## config.mk

```make
export PLATFORM = sky130hd
export DESIGN_NAME = uart_buf_stat
export DESIGN_NICKNAME = d
export VERILOG_FILES = /design/src/rtl/uart_bs_pkg.sv /design/src/rtl/uart_rx_fifo.sv /design/src/rtl/uart_err_flag.sv /design/src/rtl/uart_tx_hold.sv /design/src/rtl/uart_buf_stat.sv
export SDC_FILE = /design/constraint.sdc
export NUM_CORES = 1
export LEC_CHECK = 0
export ABC_AREA = 1
export BUFFER_PORTS_ARGS = -buffer_cell sky130_fd_sc_hd__buf_2
export CORE_MARGIN = 1
export CORE_UTILIZATION = 55
export DETAILED_ROUTE_END_ITERATION = 16
export PLACE_DENSITY_LB_ADDON = 0.08
export SLEW_MARGIN = 10
export SYNTH_ARGS = -nofsm -noshare
export SYNTH_HDL_FRONTEND = slang
export SYNTH_HIERARCHICAL = 1
export SYNTH_SLANG_ARGS = --single-unit
```

## constraint.sdc

```tcl
create_clock -name clk_i -period 2.7 [get_ports clk_i]
set_input_delay 0.675 -clock clk_i [delete_from_list [all_inputs] [get_ports clk_i]]
set_output_delay 0.675 -clock clk_i [all_outputs]
set_load 0.005 [all_outputs]
```

## src/rtl/uart_bs_pkg.sv

```systemverilog
package uart_bs_pkg;
  localparam int unsigned ST_W    = 6;
  localparam int unsigned ST_TEMP = 0;
  localparam int unsigned ST_RRDY = 1;
  localparam int unsigned ST_TBSY = 2;
  localparam int unsigned ST_R2ND = 3;
  localparam int unsigned ST_OVR  = 4;
  localparam int unsigned ST_PAR  = 5;
  localparam int unsigned N_ERR   = 2;
  localparam int unsigned ERR_OVR = 0;
  localparam int unsigned ERR_PAR = 1;
endpackage

```

## src/rtl/uart_rx_fifo.sv

```systemverilog
module uart_rx_fifo #(
  parameter int unsigned DATA_W = 8,
  parameter int unsigned DEPTH  = 2,
  localparam int unsigned PTR_W = (DEPTH > 1) ? $clog2(DEPTH) : 1,
  localparam int unsigned CNT_W = $clog2(DEPTH + 1)
) (
  input  logic              clk_i,
  input  logic              rst_ni,
  input  logic              push_i,
  input  logic [DATA_W-1:0] data_i,
  input  logic              pop_i,
  output logic [DATA_W-1:0] head_o,
  output logic [CNT_W-1:0]  count_o
);
  logic [DATA_W-1:0] mem_q [DEPTH];
  logic [PTR_W-1:0]  wr_ptr_q, rd_ptr_q;
  logic [CNT_W-1:0]  cnt_q;

  function automatic logic [PTR_W-1:0] nxt(input logic [PTR_W-1:0] p);
    return (p == PTR_W'(DEPTH - 1)) ? '0 : p + 1'b1;
  endfunction

  always_ff @(posedge clk_i or negedge rst_ni) begin
    if (!rst_ni) begin
      wr_ptr_q <= '0;
      rd_ptr_q <= '0;
      cnt_q    <= '0;
    end else begin
      if (push_i) wr_ptr_q <= nxt(wr_ptr_q);
      if (pop_i)  rd_ptr_q <= nxt(rd_ptr_q);
      case ({push_i, pop_i})
        2'b10:   cnt_q <= cnt_q + 1'b1;
        2'b01:   cnt_q <= cnt_q - 1'b1;
        default: cnt_q <= cnt_q;
      endcase
    end
  end

  for (genvar i = 0; i < DEPTH; i++) begin : g_slot
    always_ff @(posedge clk_i or negedge rst_ni) begin
      if (!rst_ni)                                   mem_q[i] <= '0;
      else if (push_i && wr_ptr_q == PTR_W'(i))      mem_q[i] <= data_i;
    end
  end

  assign head_o  = mem_q[rd_ptr_q];
  assign count_o = cnt_q;
endmodule

```

## src/rtl/uart_err_flag.sv

```systemverilog
module uart_err_flag (
  input  logic clk_i,
  input  logic rst_ni,
  input  logic set_i,
  input  logic clr_i,
  output logic flag_o
);
  // set wins over a same-cycle clear
  always_ff @(posedge clk_i or negedge rst_ni) begin
    if (!rst_ni)     flag_o <= 1'b0;
    else if (set_i)  flag_o <= 1'b1;
    else if (clr_i)  flag_o <= 1'b0;
  end
endmodule

```

## src/rtl/uart_tx_hold.sv

```systemverilog
module uart_tx_hold #(
  parameter int unsigned DATA_W = 8
) (
  input  logic              clk_i,
  input  logic              rst_ni,
  input  logic              wr_i,
  input  logic [DATA_W-1:0] wdata_i,
  input  logic              done_i,
  output logic              load_o,
  output logic [DATA_W-1:0] data_o,
  output logic              empty_o,
  output logic              busy_o
);
  logic              full_q, busy_q;
  logic [DATA_W-1:0] hold_q;

  assign load_o = full_q && (!busy_q || done_i);

  always_ff @(posedge clk_i or negedge rst_ni) begin
    if (!rst_ni) begin
      full_q <= 1'b0;
      busy_q <= 1'b0;
      hold_q <= '0;
    end else begin
      if (wr_i)        full_q <= 1'b1;
      else if (load_o) full_q <= 1'b0;
      if (wr_i) hold_q <= wdata_i;
      if (load_o)      busy_q <= 1'b1;
      else if (done_i) busy_q <= 1'b0;
    end
  end

  assign data_o  = hold_q;
  assign empty_o = !full_q;
  assign busy_o  = busy_q;
endmodule

```

## src/rtl/uart_buf_stat.sv

```systemverilog
module uart_buf_stat
  import uart_bs_pkg::*;
#(
  parameter int unsigned DATA_W   = 8,
  parameter int unsigned RX_DEPTH = 2,
  localparam int unsigned CNT_W   = $clog2(RX_DEPTH + 1)
) (
  input  logic              clk_i,
  input  logic              rst_ni,
  input  logic              parity_en_i,
  input  logic              rx_done_i,
  input  logic [DATA_W-1:0] rx_data_i,
  input  logic              rx_parity_bad_i,
  input  logic              rd_data_i,
  output logic [DATA_W-1:0] rd_data_o,
  input  logic              tx_wr_i,
  input  logic [DATA_W-1:0] tx_wdata_i,
  input  logic              tx_done_i,
  output logic              tx_load_o,
  output logic [DATA_W-1:0] tx_data_o,
  input  logic              status_wr_i,
  input  logic [ST_W-1:0]   status_wdata_i,
  output logic [ST_W-1:0]   status_o
);
  logic [CNT_W-1:0]  rx_cnt;
  logic [DATA_W-1:0] rx_head;
  logic              rx_pop, rx_room, rx_push;
  logic [N_ERR-1:0]  err_set, err_clr, err_q;
  logic              tx_empty, tx_busy;

  assign rx_pop  = rd_data_i && (rx_cnt != '0);
  assign rx_room = (rx_cnt != CNT_W'(RX_DEPTH)) || rx_pop;
  assign rx_push = rx_done_i && rx_room;

  uart_rx_fifo #(.DATA_W(DATA_W), .DEPTH(RX_DEPTH)) u_rx_fifo (
    .clk_i   (clk_i),
    .rst_ni  (rst_ni),
    .push_i  (rx_push),
    .data_i  (rx_data_i),
    .pop_i   (rx_pop),
    .head_o  (rx_head),
    .count_o (rx_cnt)
  );

  always_ff @(posedge clk_i or negedge rst_ni) begin
    if (!rst_ni)     rd_data_o <= '0;
    else if (rx_pop) rd_data_o <= rx_head;
  end

  assign err_set[ERR_OVR] = rx_done_i && !rx_room;
  assign err_set[ERR_PAR] = rx_push && parity_en_i && rx_parity_bad_i;
  assign err_clr[ERR_OVR] = status_wr_i && status_wdata_i[ST_OVR];
  assign err_clr[ERR_PAR] = status_wr_i && status_wdata_i[ST_PAR];

  for (genvar e = 0; e < N_ERR; e++) begin : g_err
    uart_err_flag u_flag (
      .clk_i  (clk_i),
      .rst_ni (rst_ni),
      .set_i  (err_set[e]),
      .clr_i  (err_clr[e]),
      .flag_o (err_q[e])
    );
  end

  uart_tx_hold #(.DATA_W(DATA_W)) u_tx_hold (
    .clk_i   (clk_i),
    .rst_ni  (rst_ni),
    .wr_i    (tx_wr_i),
    .wdata_i (tx_wdata_i),
    .done_i  (tx_done_i),
    .load_o  (tx_load_o),
    .data_o  (tx_data_o),
    .empty_o (tx_empty),
    .busy_o  (tx_busy)
  );

  always_comb begin
    status_o          = '0;
    status_o[ST_PAR]  = err_q[ERR_PAR];
    status_o[ST_OVR]  = err_q[ERR_OVR];
    status_o[ST_R2ND] = rx_cnt > CNT_W'(1);
    status_o[ST_TBSY] = tx_busy;
    status_o[ST_RRDY] = rx_cnt != '0;
    status_o[ST_TEMP] = tx_empty;
  end
endmodule

```

## Word level (Yosys, flattened, before mapping)

Index checks and enable logic that the tools add are counted.

| cells by class | value |
|---|---|
| reduce and logical (&&, ||, !) cells | 21 |
| order comparisons | 2 |
| add/sub/neg operators | 4 |
| bitwise gates (word level) | 2 |
| mux-type cells | 14 |
| equal/unequal tests | 3 |

Operator list:

| operator | number |
|---|---|
| 8-bit 2-to-1 mux | 3 |
| 2-bit nonzero test | 6 |
| 1-bit logical AND | 10 |
| 1-bit 2-to-1 mux | 10 |
| 2-bit case mux with 2 select lines | 1 |
| 1-bit logical NOT | 3 |
| 1-bit adder, second input constant | 2 |
| 2-bit by 1-bit adder with 2-bit output, second input constant | 1 |
| 2-bit by 1-bit == test with 1-bit output, second input constant | 1 |
| 2-bit == test, second input constant | 1 |
| 2-bit greater-or-equal comparator, second input constant | 1 |
| 2-bit by 1-bit greater-than comparator with 1-bit output, second input constant | 1 |
| 1-bit logical OR | 2 |
| 2-bit != test, second input constant | 1 |
| 1-bit inverter with 2-bit output | 1 |
| 2-bit by 1-bit subtractor with 2-bit output, second input constant | 1 |
| 1-bit inverter | 1 |

| word-level totals | value |
|---|---|
| word-level logic and storage cells | 57 |
| register bits | 40 |

## Depth between registers and ports, before layout

Gate-level depths: netlist (run 1).

| depth | value |
|---|---|
| depth after elaboration | 7 |
| gate-level depth with buffers | 12 |

## Hierarchy

Netlist (run 1), hierarchy kept.

Modules (own cells, without submodules):

| module | instances | area an instance (um^2) | seq. area each (um^2) | cells an instance |
|---|---|---|---|---|
| uart_rx_fifo | 1 | 939.7 | 500.5 | 107 |
| uart_buf_stat | 1 | 442.9 | 200.2 | 53 |
| uart_tx_hold | 1 | 384.1 | 250.2 | 43 |
| uart_err_flag | 2 | 40.0 | 25.0 | 5 |

## Worst setup path after synthesis (run 1)

OpenSTA, ideal clock, no wires.

| path | value |
|---|---|
| kind | in2reg |
| start point | input port rd_data_i |
| end point | register u_rx_fifo/mem_q[14] in the netlist's numbering |
| data required time | 2.583 ns |
| stages on the path | 11 |
| setup time | 0.117 ns |
| setup slack | 0.947 ns |
| arrival time | 1.635 ns |
| cell sequence | buf_6 -> inv_2 -> nand3_2 -> nand2_2 -> inv_1 -> inv_2 -> or2_1 -> buf_6 -> buf_12 -> nand2_2 -> o21ai_2 |

| between the ends | value |
|---|---|
| cells in the longest elaborated chain, start to end | 4 |

RTL lines:

| element | line | source |
|---|---|---|
| from (decl) | uart_buf_stat.sv:14 | `input logic rd_data_i,` |
| 1-bit logical AND | uart_buf_stat.sv:31 | `assign rx_pop = rd_data_i && (rx_cnt != '0);` |
| 1-bit logical OR | uart_buf_stat.sv:32 | `assign rx_room = (rx_cnt != CNT_W'(RX_DEPTH)) \|\| rx_pop;` |
| 1-bit logical AND | uart_buf_stat.sv:33 | `assign rx_push = rx_done_i && rx_room;` |
| named net rx_push | uart_buf_stat.sv:27 | `logic rx_pop, rx_room, rx_push;` |
| 1-bit logical AND | uart_rx_fifo.sv:42 | `else if (push_i && wr_ptr_q == PTR_W'(i)) mem_q[i] <= data_i;` |
| to (signal, indexed assignment) | uart_rx_fifo.sv:42 |  |
| to (decl) | uart_rx_fifo.sv:15 | `logic [DATA_W-1:0] mem_q [DEPTH];` |

The timed path passes the listed nets, and every way through them passes these cells.
A chain may end at the register's enable or synchronous reset.

## Final worst setup path (run 1)

| path | value |
|---|---|
| start point | register u_rx_fifo.cnt_q[0] (netlist: u_rx_fifo/count_o[0]) |
| end point | output port status_o[1] |

| between the ends | value |
|---|---|
| cells in the longest elaborated chain, start to end | 1 |

RTL lines:

| element | line | source |
|---|---|---|
| from (decl) | uart_rx_fifo.sv:17 | `logic [CNT_W-1:0] cnt_q;` |
| from (signal assigned) | uart_rx_fifo.sv:32 | `2'b10: cnt_q <= cnt_q + 1'b1;` |
| from (signal assigned) | uart_rx_fifo.sv:33 | `2'b01: cnt_q <= cnt_q - 1'b1;` |
| from (signal assigned) | uart_rx_fifo.sv:34 | `default: cnt_q <= cnt_q;` |
| 2-bit nonzero test | uart_buf_stat.sv:83 | `status_o[ST_RRDY] = rx_cnt != '0;` |
| to (decl) | uart_buf_stat.sv:23 | `output logic [ST_W-1:0] status_o` |

Every way passes these cells.

==> run summary, run 1 <==
outcome - finished, final reports clean
Final Skew - 6.17 ps
Worst EP required - 2030 ps
Worst Setup Path Type - register to output pin
CTS tree - yes
layout cell share with drive strength beyond 1 - 0.307
Ant. Diodes - 0
Distinct cells, synth - 23
hold_buf cts - 0
CP max stage delay - 440 ps
worst path bufs/invs - 2
Final Hold Fails - 0
critical path's top delay family - flip-flops
Area contributors post-synth - dfrtp_1 (54%), nand2_1 (16%), inv_1 (6.1%), o21ai_0 (4.3%), o21ai_2 (3.8%)
peak supply drop - 701 uV
post-CTS setup repair buffer count - 0
async set-reset flop share out of synthesis - 1.00
Die H - 59.9 um
commonest non-fill, non-tap cell in the layout - nand2_1
# IOs - 54
core region area - 0.00313 mm^2
Area Overhead vs Synth - 17.2%
slowest cell on the critical path - dfrtp_1
P_leak - 1.24 nW
placed cell areas - 0.00207 mm^2
relative slew slack - 0.430
Worst-Margin Slew - 856 ps
initial core utilization - 0.590
NumNets Final - 292
crit share post-route - 0.679
Post-DP HPWL - 2.18 mm
H-tree depth - 2
P per Cell Area - 955 mW/mm^2
synth warn - 6
grt total ovfl - 0
data arrival time of the worst path - 1160 ps
CTS Buffer Depth - 2
cell count after synthesis - 213
DRT antenna net count - 0
Worst setup EP type - output pin
commonest non-fill, non-tap cells in the layout - nand2_1 (78), buf_2 (49), dfrtp_1 (40), inv_1 (30), o21ai_0 (16)
vias in the first global route - 1240
die area - 0.00359 mm^2
HP Class - input pin to asynchronous set/reset pin
routed len/inst - 10.0 um
TritonCTS Sinks - 40
endpoints failing setup - 0
post_cts resized - 0
routed vias/inst - 4.51
FP Rows - 20
Skew-Pair Late Insertion Delay - 350 ps
register bit total from synthesis - 40
Post-Route WL - 3.05 mm
first-pass GRT wire length - 5.15 mm
setup TNS - 0 ps
Post-Syn Nets - 245
Synth Flop Type - dfrtp_1
FMAX - 0.546 GHz
GRT Overall Usage - 0.199
clock slew at reported path FFs - 120 ps
clock root buffer - clkbuf_4
post-synthesis sequential area ratio - 0.542
1st-iter DRT viols - 35
mean area per synthesized cell - 8.67 um^2
chip width - 59.9 um
Finished Cell Area - 0.00216 mm^2
final hold slack - 420 ps
DR vias - 1377
I/O Buffers - 49
Worst Path Max Fanout - 10
Max Cap Viol - 0
top cell type's share of synthesized area - 0.542
RSZ-0062 raised after global routing - false
fillers - 273
Max Transition Viols Final - 0
TritonCTS Buffers - 5
initial antenna violation count - 0
Setup crit start kind - register
largest net degree at the start of global routing - 41
DR DRC count - 0
area leader, netlist - dfrtp_1
GP Congestion - 0.795
Post-synth EDFFs - 0
min cycle time layout - 1830 ps
mapped cell area - 0.00185 mm^2
worst path cell trace - inv_2, nand2_8, buf_2
TritonRoute pass-1 iters - 4
[synth_stat cells (2+ instances only)]
cell type	count
o21ai_0	16
nand3_1	10
nand2_1	78
clkbuf_1	3
inv_1	30
buf_4	2
buf_6	3
nand2_8	2
inv_2	6
o21ai_2	8
dfrtp_1	40
nand2_2	4
[flip-flops by register name (all words and copies together) (netlist names)]
name	cells
u_rx_fifo/mem_q	16
rd_data_o	8
u_tx_hold/data_o	8
g_err.u_flag/flag_o	2
u_rx_fifo/count_o	2
u_rx_fifo/rd_ptr_q	1
u_rx_fifo/wr_ptr_q	1
u_tx_hold/busy_o	1
u_tx_hold/full_q	1
[cells by family after synthesis]
family	count (synthesis)	synth area share
simple gates	99	0.238
compound gates	25	0.0840
flops	40	0.542
xor+xnor	2	0.00949
fa+ha+maj	1	0.00677
buf+inv	46	0.119
[area by class of cell]
cell class / count / area [um^2] / share of cell area
sequential: 40 / 1000 / 0.462
multi-input combinational: 127 / 626 / 0.289
timing repair buffer: 50 / 253 / 0.117
inverter: 36 / 135 / 0.0624
clock buffer: 7 / 65.1 / 0.0301
tap: 44 / 55.1 / 0.0254
clock inverter: 1 / 30.0 / 0.0139
[through the flow]
step | std cells | setup slack (ps) | power (W) | util
after floorplan | 213 | 947 | 0.00148 | -
after global placement | 297 | 680 | 0.00163 | 0.662
after detailed placement | 297 | 677 | 0.00166 | 0.662
after CTS | 305 | 855 | 0.00210 | 0.692
after global routing | 305 | 760 | 0.00226 | 0.692
final | 305 | 867 | 0.00207 | 0.692
[where the power goes]
group | leakage, nW | switching (W) | total, W | internal [W]
clock network | 0.0515 | 0.000188 | 0.000434 | 0.000246
registers | 0.493 | 0.000152 | 0.000965 | 0.000812
logic | 0.698 | 0.000385 | 0.000669 | 0.000284
total | 1.24 | 0.000726 | 0.00207 | 0.00134
[layer usage]
layer,part of all wire,wire length (um),vias to the layer above,track usage
li1,-,-,740,-
met1,0.48,1450,588,0.232
met2,0.44,1360,43,0.330
met3,0.066,201,6,0.0801
met4,0.014,42,0,0.0698
met5,0,0,-,0
[worst paths after layout]
path	from	to	slack [ps]	cells after the start
worst max-delay path	u_rx_fifo/count_o[0]	status_o[1]	870	3
min in group clk_i	u_tx_hold/data_o[3]	u_tx_hold/data_o[3]	480	2
worst min-delay path	rst_ni	g_err[0].u_flag/flag_o	420	1
worst min register to register	u_tx_hold/data_o[3]	u_tx_hold/data_o[3]	480	2
worst max register to register	u_rx_fifo/count_o[0]	u_rx_fifo/mem_q[12]	970	8
max in group asynchronous	rst_ni	u_tx_hold/data_o[0]	1740	1
No activity file was read; power rests on OpenSTA's default activity.
==> run 2, diff against run 1 <==
--- a/config.mk
+++ b/config.mk
@@ -5,10 +5,10 @@
 export SDC_FILE = /design/constraint.sdc
 export NUM_CORES = 1
 export LEC_CHECK = 0
-export ABC_AREA = 1
+export ABC_AREA = 0
 export BUFFER_PORTS_ARGS = -buffer_cell sky130_fd_sc_hd__buf_2
 export CORE_MARGIN = 1
-export CORE_UTILIZATION = 55
+export CORE_UTILIZATION = 45
 export DETAILED_ROUTE_END_ITERATION = 16
 export PLACE_DENSITY_LB_ADDON = 0.08
 export SLEW_MARGIN = 10
==> constraint.sdc (replaced) <==
create_clock -name clk_i -period 1.52 [get_ports clk_i]
set_input_delay 0.38 -clock clk_i [delete_from_list [all_inputs] [get_ports clk_i]]
set_output_delay 0.38 -clock clk_i [all_outputs]
set_load 0.005 [all_outputs]
==> run 2 against run 1 <==
Net effect:
- the run now ends with negative setup slack left
- critical path depth grew 3
- sequential share of layout area shrank 1.5 points
- via count shrank 21%
- largest power group unchanged
==> run summary, run 2 <==
I/O Buffers - 49
Synth Flop Type - dfrtp_1
# placed instances - 213
CTS Buffer Depth - 2
CTS tree - yes
reg-to-reg slack, setup - -60 ps
TritonCTS Buffers - 5
Biggest register - u_rx_fifo/mem_q
Worst EP required - 1690 ps
hold_buf cts - 0
1st-iter DRT viols - 28
endpoints failing setup - 16
cell count after synthesis - 113
first-pass GRT wire length - 5.28 mm
die area - 0.00407 mm^2
mean area per synthesized cell - 15.2 um^2
crit share post-route - 1.04
met1 usage - 0.203
Worst-Margin Slew - 419 ps
Worst Path Max Fanout - 8
Non-Filler Instances - 224
slowest cell on the critical path - dfrtp_2
most common cell in the synthesized netlist - dfrtp_1
Setup crit start kind - register
top post-synthesis cells by count - dfrtp_1 (40), mux2_2 (32), mux2_4 (8)
routed len/inst - 14.1 um
Reg2Reg Capture Point - u_rx_fifo/mem_q[9]
Distinct cells, synth - 25
peak supply drop - 793 uV
layout cell share with drive strength beyond 1 - 0.670
Area Overhead vs Synth - 30.3%
gr busiest metal - met2
Worst Setup Path Type - register to register
Area contributors post-synth - dfrtp_1 (58%), mux2_2 (21%), mux2_4 (7.0%), xor2_1 (1.5%), and2_1 (1.5%)
min cycle time layout - 1580 ps
GRT Overall Usage - 0.175
register bit total from synthesis - 40
Final Skew - 4.45 ps
GP Congestion - 0.697
Setup crit start - u_rx_fifo/count_o[0]
placed cell areas - 0.00208 mm^2
clock root buffer - clkbuf_8
initial antenna violation count - 0
Post-synth EDFFs - 0
end point of the critical path - u_rx_fifo/mem_q[9]
synth warn - 6
DRT antenna net count - 0
Max Cap Viol - 0
RSZ-0062 raised after global routing - true
worst path bufs/invs - 2
TritonRoute pass-1 iters - 2
Post-Syn Nets - 145
Ant. Diodes - 0
vias in the first global route - 1178
Max Transition Viols Final - 0
Post-Route WL - 3.17 mm
CP max stage delay - 420 ps
Worst setup EP type - register
core region area - 0.00366 mm^2
H-tree depth - 2
outcome - finished with violations
top cell type's share of synthesized area - 0.582
data arrival time of the worst path - 1750 ps
Final Hold Fails - 0
violated checks - negative setup slack
worst path cell trace - nor3b_2, and2b_2, inv_4, nor2_4, buf_12, mux2_2
Post-DP HPWL - 2.21 mm
chip width - 63.8 um
async set-reset flop share out of synthesis - 1.00
critical path depth in cells - 6
initial core utilization - 0.470
post-synthesis sequential area ratio - 0.582
critical path's top delay family - simple AND/OR/NAND/NOR gates
max reg flops - 16
setup ws final - -63.3 ps
GR Util met3 - 0.0554
largest net degree at the start of global routing - 41
DR vias - 1088
Reg2Reg Launch Point - u_rx_fifo/count_o[0]
TritonCTS Sinks - 40
Setup WS pre-CTS - -147 ps
GR Util met2 - 0.314
Worst R2R Path Depth - 6
routed vias/inst - 4.86
NumNets Final - 207
FP Rows - 22
relative slew slack - 0.721
DR DRC count - 0
grt total ovfl - 0
# IOs - 54
Total Power - 0.00402 W
commonest non-fill, non-tap cells in the layout - buf_2 (48), dfrtp_1 (39), mux2_2 (30), mux2_4 (10), buf_4 (7)
mapped cell area - 0.00172 mm^2
area leader, netlist - dfrtp_1
HP Class - input pin to asynchronous set/reset pin
clock slew at reported path FFs - 70 ps
P_leak - 1.10 nW
P per Cell Area - 1790 mW/mm^2
Die H - 63.8 um
Finished Cell Area - 0.00224 mm^2
FMAX - 0.632 GHz
commonest non-fill, non-tap cell in the layout - buf_2
Skew-Pair Late Insertion Delay - 280 ps
run 2: through the flow:
stage,hold slack [ps],util,TNS (ps)
after floorplan,84.4,-,-13.7
after global placement,362,0.569,-1730
after detailed placement,367,0.569,-1900
after CTS,58.2,0.607,-637
after global routing,67.2,0.612,-1530
final,51.7,0.612,-622
run 2: kinds of logic (layout without fill, tap and decap cells):
group           Yosys count  after routing  share of synthesized area
xor+xnor                  5              5                     0.0255
simple gates             13             13                     0.0517
compound gates            4              4                     0.0226
flops                    40             40                      0.582
buf+inv                  10             73                     0.0313
fa+ha+maj                 1              1                    0.00728
mux                      40             40                      0.279
run 2: layout make-up:
| cell class | count | area, um^2 |
|---|---|---|
| Fill cell | 314 | 1420 |
| Sequential cell | 40 | 1000 |
| Multi-Input combinational cell | 63 | 701 |
| Tap cell | 48 | 60.1 |
| Clock buffer | 8 | 90.1 |
| Timing Repair Buffer | 60 | 367 |
| Inverter | 5 | 21.3 |
run 2: how the worst min path moves through the flow:
stage / depth (start not counted) / start / endpoint
detailed placement: 2 / rst_ni / g_err[1].u_flag/flag_o
finish: 2 / rst_ni / g_err[1].u_flag/flag_o
floorplan: 0 / rst_ni / g_err[0].u_flag/flag_o
global placement: 2 / rst_ni / g_err[1].u_flag/flag_o
global route: 2 / rst_ni / g_err[1].u_flag/flag_o
CTS: 2 / rst_ni / g_err[1].u_flag/flag_o
run 2: per-layer routing:
layer  routed length (um)  share of wire
met1                 1310           0.41
met2                 1730           0.54
met3                  119          0.038
met4                    8         0.0025
met5                    0              0
run 2: repair_timing:
item / CTS / global route
setup buffers: 3 / 0
gates cloned: 0 / 0
gates resized for setup: 6 / 5
endpoints found under the setup margin: 18 / 18
hold endpoints to repair: 0 / 0
pin swaps: 0 / 2
run 2: report_power, final:
part	switching (W)	leakage (nW)	total [W]	internal, W
Clock	0.000337	0.0455	0.000707	0.000370
Sequential	0.000267	0.469	0.00177	0.00150
Combinational	0.000535	0.581	0.00154	0.00101
